## config.mk

```make
export PLATFORM = sky130hd
export DESIGN_NAME = swact_unit
export DESIGN_NICKNAME = d
export VERILOG_FILES = /design/src/rtl/swact_pkg.sv /design/src/rtl/swact_rst_sync.sv /design/src/rtl/swact_vec.sv /design/src/rtl/swact_irq.sv /design/src/rtl/swact_ctrl.sv /design/src/rtl/swact_unit.sv
export SDC_FILE = /design/constraint.sdc
export NUM_CORES = 1
export LEC_CHECK = 0
export BUFFER_PORTS_ARGS = -buffer_cell sky130_fd_sc_hd__buf_2
export CORE_MARGIN = 2
export CORE_UTILIZATION = 45
export DETAILED_ROUTE_END_ITERATION = 16
export PLACE_DENSITY = 0.93
export SYNTH_ARGS = -nofsm -noshare
export SYNTH_HDL_FRONTEND = slang
export SYNTH_HIERARCHICAL = 1
export SYNTH_SLANG_ARGS = --single-unit
```

## constraint.sdc

```tcl
create_clock -name clk -period 1.8 [get_ports clk]
set_input_delay 0.09 -clock clk [delete_from_list [all_inputs] [get_ports clk]]
set_output_delay 0.09 -clock clk [all_outputs]
set_load 0.02 [all_outputs]
```

## src/rtl/swact_pkg.sv

```systemverilog
package swact_pkg;
  localparam int unsigned VEC_W  = 7;
  localparam int unsigned REG_W  = VEC_W + 1;
  localparam int unsigned ADDR_W = 16;
  localparam logic [ADDR_W-1:0] DESC_BASE = 16'h0400;

  typedef struct packed {
    logic busy;
    logic done;
    logic cnt_end;
    logic irq_sel;
  } xfer_stat_t;
endpackage

```

## src/rtl/swact_rst_sync.sv

```systemverilog
module swact_rst_sync #(
  parameter int unsigned STAGES = 2
) (
  input  logic clk,
  input  logic rst_n,
  output logic srst_n
);
  logic [STAGES-1:0] sync_q;
  logic [STAGES-1:0] sync_d;

  always_comb begin
    sync_d = {sync_q[STAGES-2:0], 1'b1};
  end

  always_ff @(posedge clk or negedge rst_n) begin
    if (!rst_n) sync_q <= '0;
    else        sync_q <= sync_d;
  end

  assign srst_n = sync_q[STAGES-1];
endmodule

```

## src/rtl/swact_vec.sv

```systemverilog
module swact_vec
  import swact_pkg::*;
#(
  parameter int unsigned VW = VEC_W,
  parameter int unsigned AW = ADDR_W,
  parameter logic [AW-1:0] BASE = DESC_BASE
) (
  input  logic          clk,
  input  logic          srst_n,
  input  logic          standby_i,
  input  logic          wr_en_i,
  input  logic [VW-1:0] wr_vec_i,
  input  logic          en_q_i,
  output logic [VW-1:0] vec_o,
  output logic [AW-1:0] addr_o
);
  localparam int unsigned SHIFTED_W = VW + 1;

  logic [VW-1:0] vec_q;
  logic [VW-1:0] vec_d;
  logic          vec_ce;

  always_comb begin
    vec_ce = standby_i | (wr_en_i & ~en_q_i);
    vec_d  = standby_i ? '0 : wr_vec_i;
  end

  always_ff @(posedge clk or negedge srst_n) begin
    if (!srst_n)     vec_q <= '0;
    else if (vec_ce) vec_q <= vec_d;
  end

  generate
    if (AW > SHIFTED_W) begin : g_wide
      assign addr_o = BASE + {{(AW-SHIFTED_W){1'b0}}, vec_q, 1'b0};
    end else begin : g_narrow
      logic [SHIFTED_W-1:0] shifted;
      assign shifted = {vec_q, 1'b0};
      assign addr_o  = BASE + shifted[AW-1:0];
    end
  endgenerate

  assign vec_o = vec_q;

  p_vec_lock_r3: assert property (@(posedge clk) disable iff (!srst_n)
    (en_q_i && !standby_i) |=> $stable(vec_q));
  p_addr_even_r4: assert property (@(posedge clk) disable iff (!srst_n)
    (addr_o[0] == BASE[0]));
  p_standby_vec_r1: assert property (@(posedge clk) disable iff (!srst_n)
    standby_i |=> (vec_q == '0));
endmodule

```

## src/rtl/swact_irq.sv

```systemverilog
module swact_irq
  import swact_pkg::*;
(
  input  logic       clk,
  input  logic       srst_n,
  input  logic       standby_i,
  input  logic       en_q_i,
  input  xfer_stat_t stat_i,
  output logic       irq_o
);
  logic irq_q;
  logic irq_d;

  always_comb begin
    irq_d = ~standby_i & en_q_i & stat_i.done & (stat_i.irq_sel | stat_i.cnt_end);
  end

  always_ff @(posedge clk or negedge srst_n) begin
    if (!srst_n) irq_q <= 1'b0;
    else         irq_q <= irq_d;
  end

  assign irq_o = irq_q;

  p_irq_fire_r10: assert property (@(posedge clk) disable iff (!srst_n)
    (!standby_i && en_q_i && stat_i.done && (stat_i.irq_sel || stat_i.cnt_end)) |=> irq_o);
  p_irq_quiet_r10: assert property (@(posedge clk) disable iff (!srst_n)
    (!stat_i.done || !en_q_i) |=> !irq_o);
endmodule

```

## src/rtl/swact_ctrl.sv

```systemverilog
module swact_ctrl
  import swact_pkg::*;
(
  input  logic       clk,
  input  logic       srst_n,
  input  logic       standby_i,
  input  logic       wr_set_i,
  input  logic       sel_clr_i,
  input  xfer_stat_t stat_i,
  input  logic       irq_i,
  output logic       en_o
);
  logic en_q, en_d;
  logic seen_q, seen_d;
  logic hw_clr, sel_path_clr;

  always_comb begin
    hw_clr       = en_q & stat_i.done & ~stat_i.irq_sel & ~stat_i.cnt_end;
    sel_path_clr = en_q & seen_q & sel_clr_i;
    if (standby_i)                   en_d = 1'b0;
    else if (wr_set_i)               en_d = 1'b1;
    else if (hw_clr || sel_path_clr) en_d = 1'b0;
    else                             en_d = en_q;
    seen_d = en_d & (seen_q | irq_i);
  end

  always_ff @(posedge clk or negedge srst_n) begin
    if (!srst_n) begin
      en_q   <= 1'b0;
      seen_q <= 1'b0;
    end else begin
      en_q   <= en_d;
      seen_q <= seen_d;
    end
  end

  assign en_o = en_q;

  p_set_by_write_r2: assert property (@(posedge clk) disable iff (!srst_n)
    (!standby_i && wr_set_i) |=> en_q);
  p_hw_clear_r5: assert property (@(posedge clk) disable iff (!srst_n)
    (!standby_i && !wr_set_i && en_q && stat_i.done && !stat_i.irq_sel && !stat_i.cnt_end) |=> !en_q);
  p_hold_on_end_r6: assert property (@(posedge clk) disable iff (!srst_n)
    (!standby_i && en_q && stat_i.done && (stat_i.irq_sel || stat_i.cnt_end)
     && !(sel_clr_i && seen_q)) |=> en_q);
  p_hold_busy_r7: assert property (@(posedge clk) disable iff (!srst_n)
    (!standby_i && en_q && stat_i.busy && !stat_i.done && !(sel_clr_i && seen_q)) |=> en_q);
  p_sel_clear_r8: assert property (@(posedge clk) disable iff (!srst_n)
    (!standby_i && !wr_set_i && en_q && seen_q && sel_clr_i) |=> !en_q);
  p_sel_early_r8: assert property (@(posedge clk) disable iff (!srst_n)
    (!standby_i && en_q && !seen_q && !irq_i && sel_clr_i && !stat_i.done) |=> en_q);
  p_set_wins_r11: assert property (@(posedge clk) disable iff (!srst_n)
    (!standby_i && wr_set_i && en_q && stat_i.done && !stat_i.irq_sel && !stat_i.cnt_end) |=> en_q);
  p_standby_en_r1: assert property (@(posedge clk) disable iff (!srst_n)
    standby_i |=> !en_q);
endmodule

```

## src/rtl/swact_unit.sv

```systemverilog
module swact_unit
  import swact_pkg::*;
(
  input  logic              clk,
  input  logic              rst_n,
  input  logic              standby_i,
  input  logic              wr_en_i,
  input  logic [REG_W-1:0]  wr_data_i,
  output logic [REG_W-1:0]  rd_data_o,
  input  logic              xfer_busy_i,
  input  logic              xfer_done_i,
  input  logic              cnt_end_i,
  input  logic              irq_sel_i,
  input  logic              sel_clr_i,
  output logic              act_req_o,
  output logic [ADDR_W-1:0] desc_addr_o,
  output logic              end_irq_o
);
  localparam int unsigned EN_BIT = REG_W - 1;

  logic             srst_n;
  logic             en;
  logic             irq;
  logic             wr_set;
  logic [VEC_W-1:0] vec;
  xfer_stat_t       stat;

  assign stat   = '{busy: xfer_busy_i, done: xfer_done_i, cnt_end: cnt_end_i, irq_sel: irq_sel_i};
  assign wr_set = wr_en_i & wr_data_i[EN_BIT];

  swact_rst_sync #(.STAGES(2)) u_rst (
    .clk    (clk),
    .rst_n  (rst_n),
    .srst_n (srst_n)
  );

  swact_ctrl u_ctrl (
    .clk       (clk),
    .srst_n    (srst_n),
    .standby_i (standby_i),
    .wr_set_i  (wr_set),
    .sel_clr_i (sel_clr_i),
    .stat_i    (stat),
    .irq_i     (irq),
    .en_o      (en)
  );

  swact_vec u_vec (
    .clk       (clk),
    .srst_n    (srst_n),
    .standby_i (standby_i),
    .wr_en_i   (wr_en_i),
    .wr_vec_i  (wr_data_i[VEC_W-1:0]),
    .en_q_i    (en),
    .vec_o     (vec),
    .addr_o    (desc_addr_o)
  );

  swact_irq u_irq (
    .clk       (clk),
    .srst_n    (srst_n),
    .standby_i (standby_i),
    .en_q_i    (en),
    .stat_i    (stat),
    .irq_o     (irq)
  );

  assign rd_data_o = {en, vec};
  assign act_req_o = en & ~xfer_busy_i;
  assign end_irq_o = irq;

  p_req_gate_r9: assert property (@(posedge clk) disable iff (!srst_n)
    act_req_o |-> (rd_data_o[EN_BIT] && !xfer_busy_i));
  p_req_present_r9: assert property (@(posedge clk) disable iff (!srst_n)
    (rd_data_o[EN_BIT] && !xfer_busy_i) |-> act_req_o);
endmodule

```

* After elaboration in Yosys (flattened, before gate mapping) *
Index checks and enable logic that the tools add are counted.

word-level totals
  register bits = 12
  input port bits = 17
  output and inout port bits = 26
  word-level logic and storage cells = 31

cells by class
  add/sub/neg operators = 1
  mux-type cells = 4
  bitwise operators = 20
  reductions and logical operators = 1

operators with widths
  operator                                       count
  adder 11 x 8 -> 12 bit (first input constant)  1
  bitwise AND 1 bit                              12
  two-way mux 7 bit                              1
  NOT 1 bit                                      5
  two-way mux 1 bit                              3
  OR 1 bit                                       3
  logical OR 1 bit                               1

* Longest topological paths before layout *
  depth in word-level cells = 8
  gate-level depth with buffers = 3
  depth with buffers taken out = 3

* Hierarchy *
Netlist, hierarchy kept.

by module, submodules not included
  module          instances  cells an instance  area each (µm²)  sequential area each (µm²)
  swact_vec       1          48                 501.7            175.2
  swact_ctrl      1          8                  98.8             50.0
  swact_rst_sync  1          3                  53.8             50.0
  swact_irq       1          3                  43.8             25.0
  swact_unit      1          3                  27.5             0.0

* Least setup slack after synthesis *
OpenSTA, ideal clock, no wires.

  kind = register -> register
  start point = reg u_ctrl.en_q, in the netlist u_ctrl/en_o
  end point = reg u_ctrl.seen_q
  setup time = 0.111 ns
  data arrival time = 1.007 ns
  required time = 1.689 ns
  setup slack = 0.682 ns
  cell stages (with the launch flop) = 3
  buffers on the path = 0
  clock period less this slack = 1.118 ns
  cells stage by stage = dfrtp_1 a21bo_1 a2111oi_2

between the ends
  word-level cells in the longest chain between the ends = 8
  elaborated cells between the ends (all ways) = 10
  classes of those cells = 3 x mux; 6 x bitwise; 1 x reduce/logical

RTL lines
  what                             RTL line          source
  from (decl)                      swact_ctrl.sv:13  logic en_q, en_d;
  from (signal assigned)           swact_ctrl.sv:32  en_q <= en_d;
  bitwise AND 1 bit (3 in series)  swact_ctrl.sv:18  hw_clr = en_q & stat_i.done & ~stat_i.irq_sel & ~stat_i.cnt_end;
  logical OR 1 bit                 swact_ctrl.sv:22  else if (hw_clr || sel_path_clr) en_d = 1'b0;
  two-way mux 1 bit (*)            swact_ctrl.sv:22
  two-way mux 1 bit (*)            swact_ctrl.sv:21  else if (wr_set_i) en_d = 1'b1;
  two-way mux 1 bit (*)            swact_ctrl.sv:20  if (standby_i) en_d = 1'b0;
  bitwise AND 1 bit (*)            swact_ctrl.sv:24  seen_d = en_d & (seen_q | irq_i);
  net u_ctrl.seen_d                swact_ctrl.sv:14  logic seen_q, seen_d;
  to (signal assigned)             swact_ctrl.sv:33  seen_q <= seen_d;
  to (decl)                        swact_ctrl.sv:14

The timed path passes the listed nets; every way through them passes the cells marked *.
A chain may end at the register's enable or synchronous reset.

* Worst setup path after layout *
  start point = reg u_ctrl.en_q, in the netlist u_ctrl/en_o
  end point = out act_req_o

between the ends
  word-level cells in the longest chain between the ends = 1

RTL lines
  what               RTL line          source
  bitwise AND 1 bit  swact_unit.sv:69  assign act_req_o = en & ~xfer_busy_i;
  to (decl)          swact_unit.sv:15  output logic act_req_o,

No other way between the ends.

==> run_summary.xml <==
<?xml version="1.0" encoding="UTF-8"?>
<metrics>
  <group name="placement">
    <metric name="gp_congestion" unit="">0.6418</metric>
    <metric name="numPortBuffers" unit="">33</metric>
    <metric name="dpl-instance-area" unit="µm²">804.5</metric>
    <metric name="placed_cells" unit="">103</metric>
    <metric name="place.detailed.hpwl" unit="µm">1018</metric>
  </group>
  <group name="timing">
    <metric name="slew_headroom" unit="%">65.54</metric>
    <metric name="final-setup-viol-count" unit="">0</metric>
    <metric name="slew_violations" unit="">0</metric>
    <metric name="holdWs" unit="ns">0.03348</metric>
    <metric name="achievable-frequency" unit="MHz">801.6</metric>
    <metric name="finalHoldViolCount" unit="">0</metric>
    <metric name="total_negative_slack" unit="ns">0</metric>
    <metric name="grt_setup_unrepaired" unit="">false</metric>
    <metric name="fin_skew" unit="ns">0.001591</metric>
    <metric name="timing.final.crit_period" unit="ns">1.247</metric>
    <metric name="final_worst_path_cycle_share" unit="%">69.30</metric>
    <metric name="worst-slew-pin-transition" unit="ns">0.5097</metric>
  </group>
  <group name="global_route">
    <metric name="overflow" unit="">0</metric>
    <metric name="largest_net_degree_at_the_start_of_global_routing" unit="">18</metric>
    <metric name="grt_first_pass_wirelength" unit="µm">1987</metric>
    <metric name="grt_usage" unit="%">14.43</metric>
    <metric name="first_global_vias" unit="">493</metric>
    <metric name="antenna_found_initial" unit="">0</metric>
  </group>
  <group name="synthesis">
    <metric name="synth-seq-cells" unit="">12</metric>
    <metric name="yosys-top-cells-area" unit="">sky130_fd_sc_hd__dfrtp_1 (41%), sky130_fd_sc_hd__buf_4 (18%), sky130_fd_sc_hd__nand4bb_1 (11%)</metric>
    <metric name="synth.top_cell.area_share" unit="%">41.38</metric>
    <metric name="synthCells" unit="">65</metric>
    <metric name="synthesis.area" unit="µm²">725.7</metric>
    <metric name="synth.largest_area_cell" unit="">sky130_fd_sc_hd__dfrtp_1</metric>
    <metric name="yosys.cell_types.count" unit="">18</metric>
    <metric name="warnings_from_yosys" unit="">6</metric>
    <metric name="synth_area_per_cell" unit="µm²">11.16</metric>
    <metric name="synth-seq-area-share" unit="%">41.38</metric>
  </group>
  <group name="setup_path">
    <metric name="timing.critical_path.fanout_max" unit="">12</metric>
    <metric name="r2r-start" unit="">u_ctrl/en_o$_DFF_PN0_</metric>
    <metric name="cpMaxStageDelayCell" unit="">sky130_fd_sc_hd__dfrtp_1</metric>
    <metric name="required" unit="ns">1.71</metric>
    <metric name="worst_r2r_path_depth" unit="">2</metric>
    <metric name="worstSetupEndpoint" unit="">act_req_o</metric>
    <metric name="timing.critical_path.arrival" unit="ns">1.16</metric>
    <metric name="r2r_setup_slack" unit="ns">0.56</metric>
    <metric name="worst_setup_path_end_kind" unit="">output pin</metric>
    <metric name="criticalPathCategory" unit="">flip-flop to output pin</metric>
    <metric name="crit_path_start" unit="">u_ctrl/en_o$_DFF_PN0_</metric>
    <metric name="path_cells" unit="">nor2b_4 -&gt; buf_2</metric>
    <metric name="largest_stage_delay_on_the_critical_path" unit="ns">0.52</metric>
    <metric name="rr_endpoint" unit="">u_ctrl/seen_q$_DFF_PN0_</metric>
    <metric name="kind_of_start_point_of_the_critical_path" unit="">flip-flop</metric>
  </group>
  <group name="clock_tree">
    <metric name="cts_hold_buf" unit="">1</metric>
    <metric name="cts_made_buffers" unit="">3</metric>
    <metric name="clk_pin_slew_worst_paths" unit="ns">0.08</metric>
    <metric name="cts_buffer_depth" unit="">2</metric>
    <metric name="post_cts_resize_count" unit="">0</metric>
    <metric name="clk_root_buffer_cell" unit="">sky130_fd_sc_hd__clkbuf_4</metric>
    <metric name="h-tree-depth" unit="">1</metric>
    <metric name="clock-sinks" unit="">12</metric>
    <metric name="clock_tree_from_tritoncts" unit="">yes</metric>
    <metric name="postCtsSetupBuffers" unit="">0</metric>
    <metric name="clk_lat_worst_skew" unit="ns">0.28</metric>
  </group>
  <group name="flow_run">
    <metric name="maxCapViolCount" unit="">0</metric>
  </group>
  <group name="route">
    <metric name="detailedRoute.firstPassIterationCount" unit="">2</metric>
    <metric name="route.vias.total" unit="">524</metric>
    <metric name="routed_wl" unit="µm">1283</metric>
    <metric name="route.met2.wl" unit="µm">663</metric>
    <metric name="drt-wirelength-per-cell" unit="µm">11.88</metric>
    <metric name="vias_per_cell" unit="">4.852</metric>
    <metric name="top_signal_layer_used" unit="">met4</metric>
    <metric name="dr_wl_met3" unit="µm">115</metric>
    <metric name="drc_errors_left" unit="">0</metric>
    <metric name="drt.antenna.violating_nets" unit="">0</metric>
    <metric name="wl_met1" unit="µm">473</metric>
    <metric name="dr.first_iter.drc_count" unit="">2</metric>
  </group>
  <group name="floorplanning">
    <metric name="starting_density_of_the_core" unit="%">48.17</metric>
    <metric name="floorplan.rows" unit="">14</metric>
    <metric name="pin_count" unit="">43</metric>
    <metric name="die_w" unit="µm">44.16</metric>
    <metric name="core" unit="mm²">0.001506</metric>
    <metric name="die-height" unit="µm">44.16</metric>
    <metric name="die_area" unit="mm²">0.001950</metric>
  </group>
  <group name="power">
    <metric name="power-per-cell-area" unit="mW/mm²">771.3</metric>
    <metric name="total_leakage_power" unit="µW">0.0004419</metric>
    <metric name="vdd_drop_max" unit="mV">0.3552</metric>
  </group>
  <group name="worst_hold_path">
    <metric name="holdPathStages" unit="">3</metric>
    <metric name="hold_path_class" unit="">primary input to flip-flop</metric>
  </group>
  <group name="finish">
    <metric name="fillerInstances" unit="">129</metric>
    <metric name="multiInputGateArea" unit="µm²">315.3</metric>
    <metric name="fin_util" unit="%">56.48</metric>
    <metric name="regArea" unit="µm²">300.3</metric>
    <metric name="flow.area_growth_from_synthesis" unit="%">17.24</metric>
    <metric name="nets" unit="">110</metric>
    <metric name="final_std_cell_area_no_fill" unit="µm²">850.8</metric>
    <metric name="antenna_cells" unit="">0</metric>
    <metric name="drive_above_1_share" unit="%">53.26</metric>
    <metric name="post_layout_nonfiller_instances" unit="">108</metric>
  </group>
  <group name="outcome">
    <metric name="outcome" unit="">finished, final reports clean</metric>
  </group>
</metrics>
layout by cell type (no fill, tap or decap), drive strengths merged, types with 2 or more instances in the layout:
cell,Yosys,layout
buf,17,33
nor2,2,2
nand2b,7,7
o21ai,7,7
nand4bb,7,7
conb,3,10
clkbuf,1,4
dfrtp,12,12
how the worst min path moves through the flow:
stage / startpoint / endpoint / slack, ns
floorplan: rst_n / u_rst/sync_q[0]$_DFF_PN0_ / -0.21
global placement: rst_n / u_rst/sync_q[0]$_DFF_PN0_ / -0.12
detailed placement: rst_n / u_rst/sync_q[0]$_DFF_PN0_ / -0.12
CTS: xfer_done_i / u_irq/irq_o$_DFF_PN0_ / 0.03
global route: xfer_done_i / u_irq/irq_o$_DFF_PN0_ / 0.04
finish: xfer_done_i / u_irq/irq_o$_DFF_PN0_ / 0.03
logic make-up after synthesis:
logic type / synth area share [%]
and+or+nand+nor: 23.62
buffers and inverters: 18.79
DFF: 41.38
AOI/OAI and AO/OA: 14.65
other: 1.552
per-stage QoR:
stage          total power (µW)  setup slack, ns
5_1_grt                   685.8           0.4853
3_5_place_dp              442.8           0.5526
3_3_place_gp              439.8           0.6180
6_report                  656.2           0.5526
2_1_floorplan             420.7           0.6816
4_1_cts                   663.2           0.5473
where the power goes:
part	switching, µW	leakage [µW]	internal [µW]	total (µW)
logic	85.6	0.000263	53.6	139
registers	14.8	0.000158	283	298
clock network	95.6	0.0000210	123	219
total	196	0.000442	460	656
critical path: cells and delay by family, from the launching register on:
kind,cells,cell delay (ns)
simple gates,1,0.19
buf+inv,1,0.16
flops,1,0.52
layer usage:
metal | vias to the layer above | global-route usage [%]
met4 | 0 | 10.91
met5 | - | 0
li1 | 253 | -
met3 | 3 | 4.082
met2 | 30 | 24.12
met1 | 238 | 15.28
final cells by class:
cell class                      instances  share of cell area, %
Clock buffer                            4                  4.265
Inverter                                1                 0.4412
Multi-Input combinational cell         41                  37.06
Sequential cell                        12                  35.29
Tap cell                               16                  2.353
Timing Repair Buffer                   34                  20.59
synthesized netlist by cell type:
library cell	n
sky130_fd_sc_hd__a21bo_1	1
sky130_fd_sc_hd__nand2b_1	7
sky130_fd_sc_hd__nor2_2	1
sky130_fd_sc_hd__and2_1	1
sky130_fd_sc_hd__nor4b_1	1
sky130_fd_sc_hd__conb_1	3
sky130_fd_sc_hd__dfrtp_1	12
sky130_fd_sc_hd__nand4bb_1	7
sky130_fd_sc_hd__buf_4	17
sky130_fd_sc_hd__nor2_1	1
sky130_fd_sc_hd__nor2b_4	1
sky130_fd_sc_hd__a211oi_1	1
sky130_fd_sc_hd__inv_1	1
sky130_fd_sc_hd__o211ai_2	1
sky130_fd_sc_hd__a2111oi_2	1
sky130_fd_sc_hd__and2b_4	1
sky130_fd_sc_hd__clkbuf_2	1
sky130_fd_sc_hd__o21ai_2	7
sequential cells by signal, indices dropped and copies added, names as in the netlist:
| register | cells |
|---|---|
| u_irq/irq_o | 1 |
| u_ctrl/seen_q | 1 |
| u_rst/sync_q | 2 |
| u_vec/vec_o | 7 |
| u_ctrl/en_o | 1 |
Power figures use the tool's default switching activity.
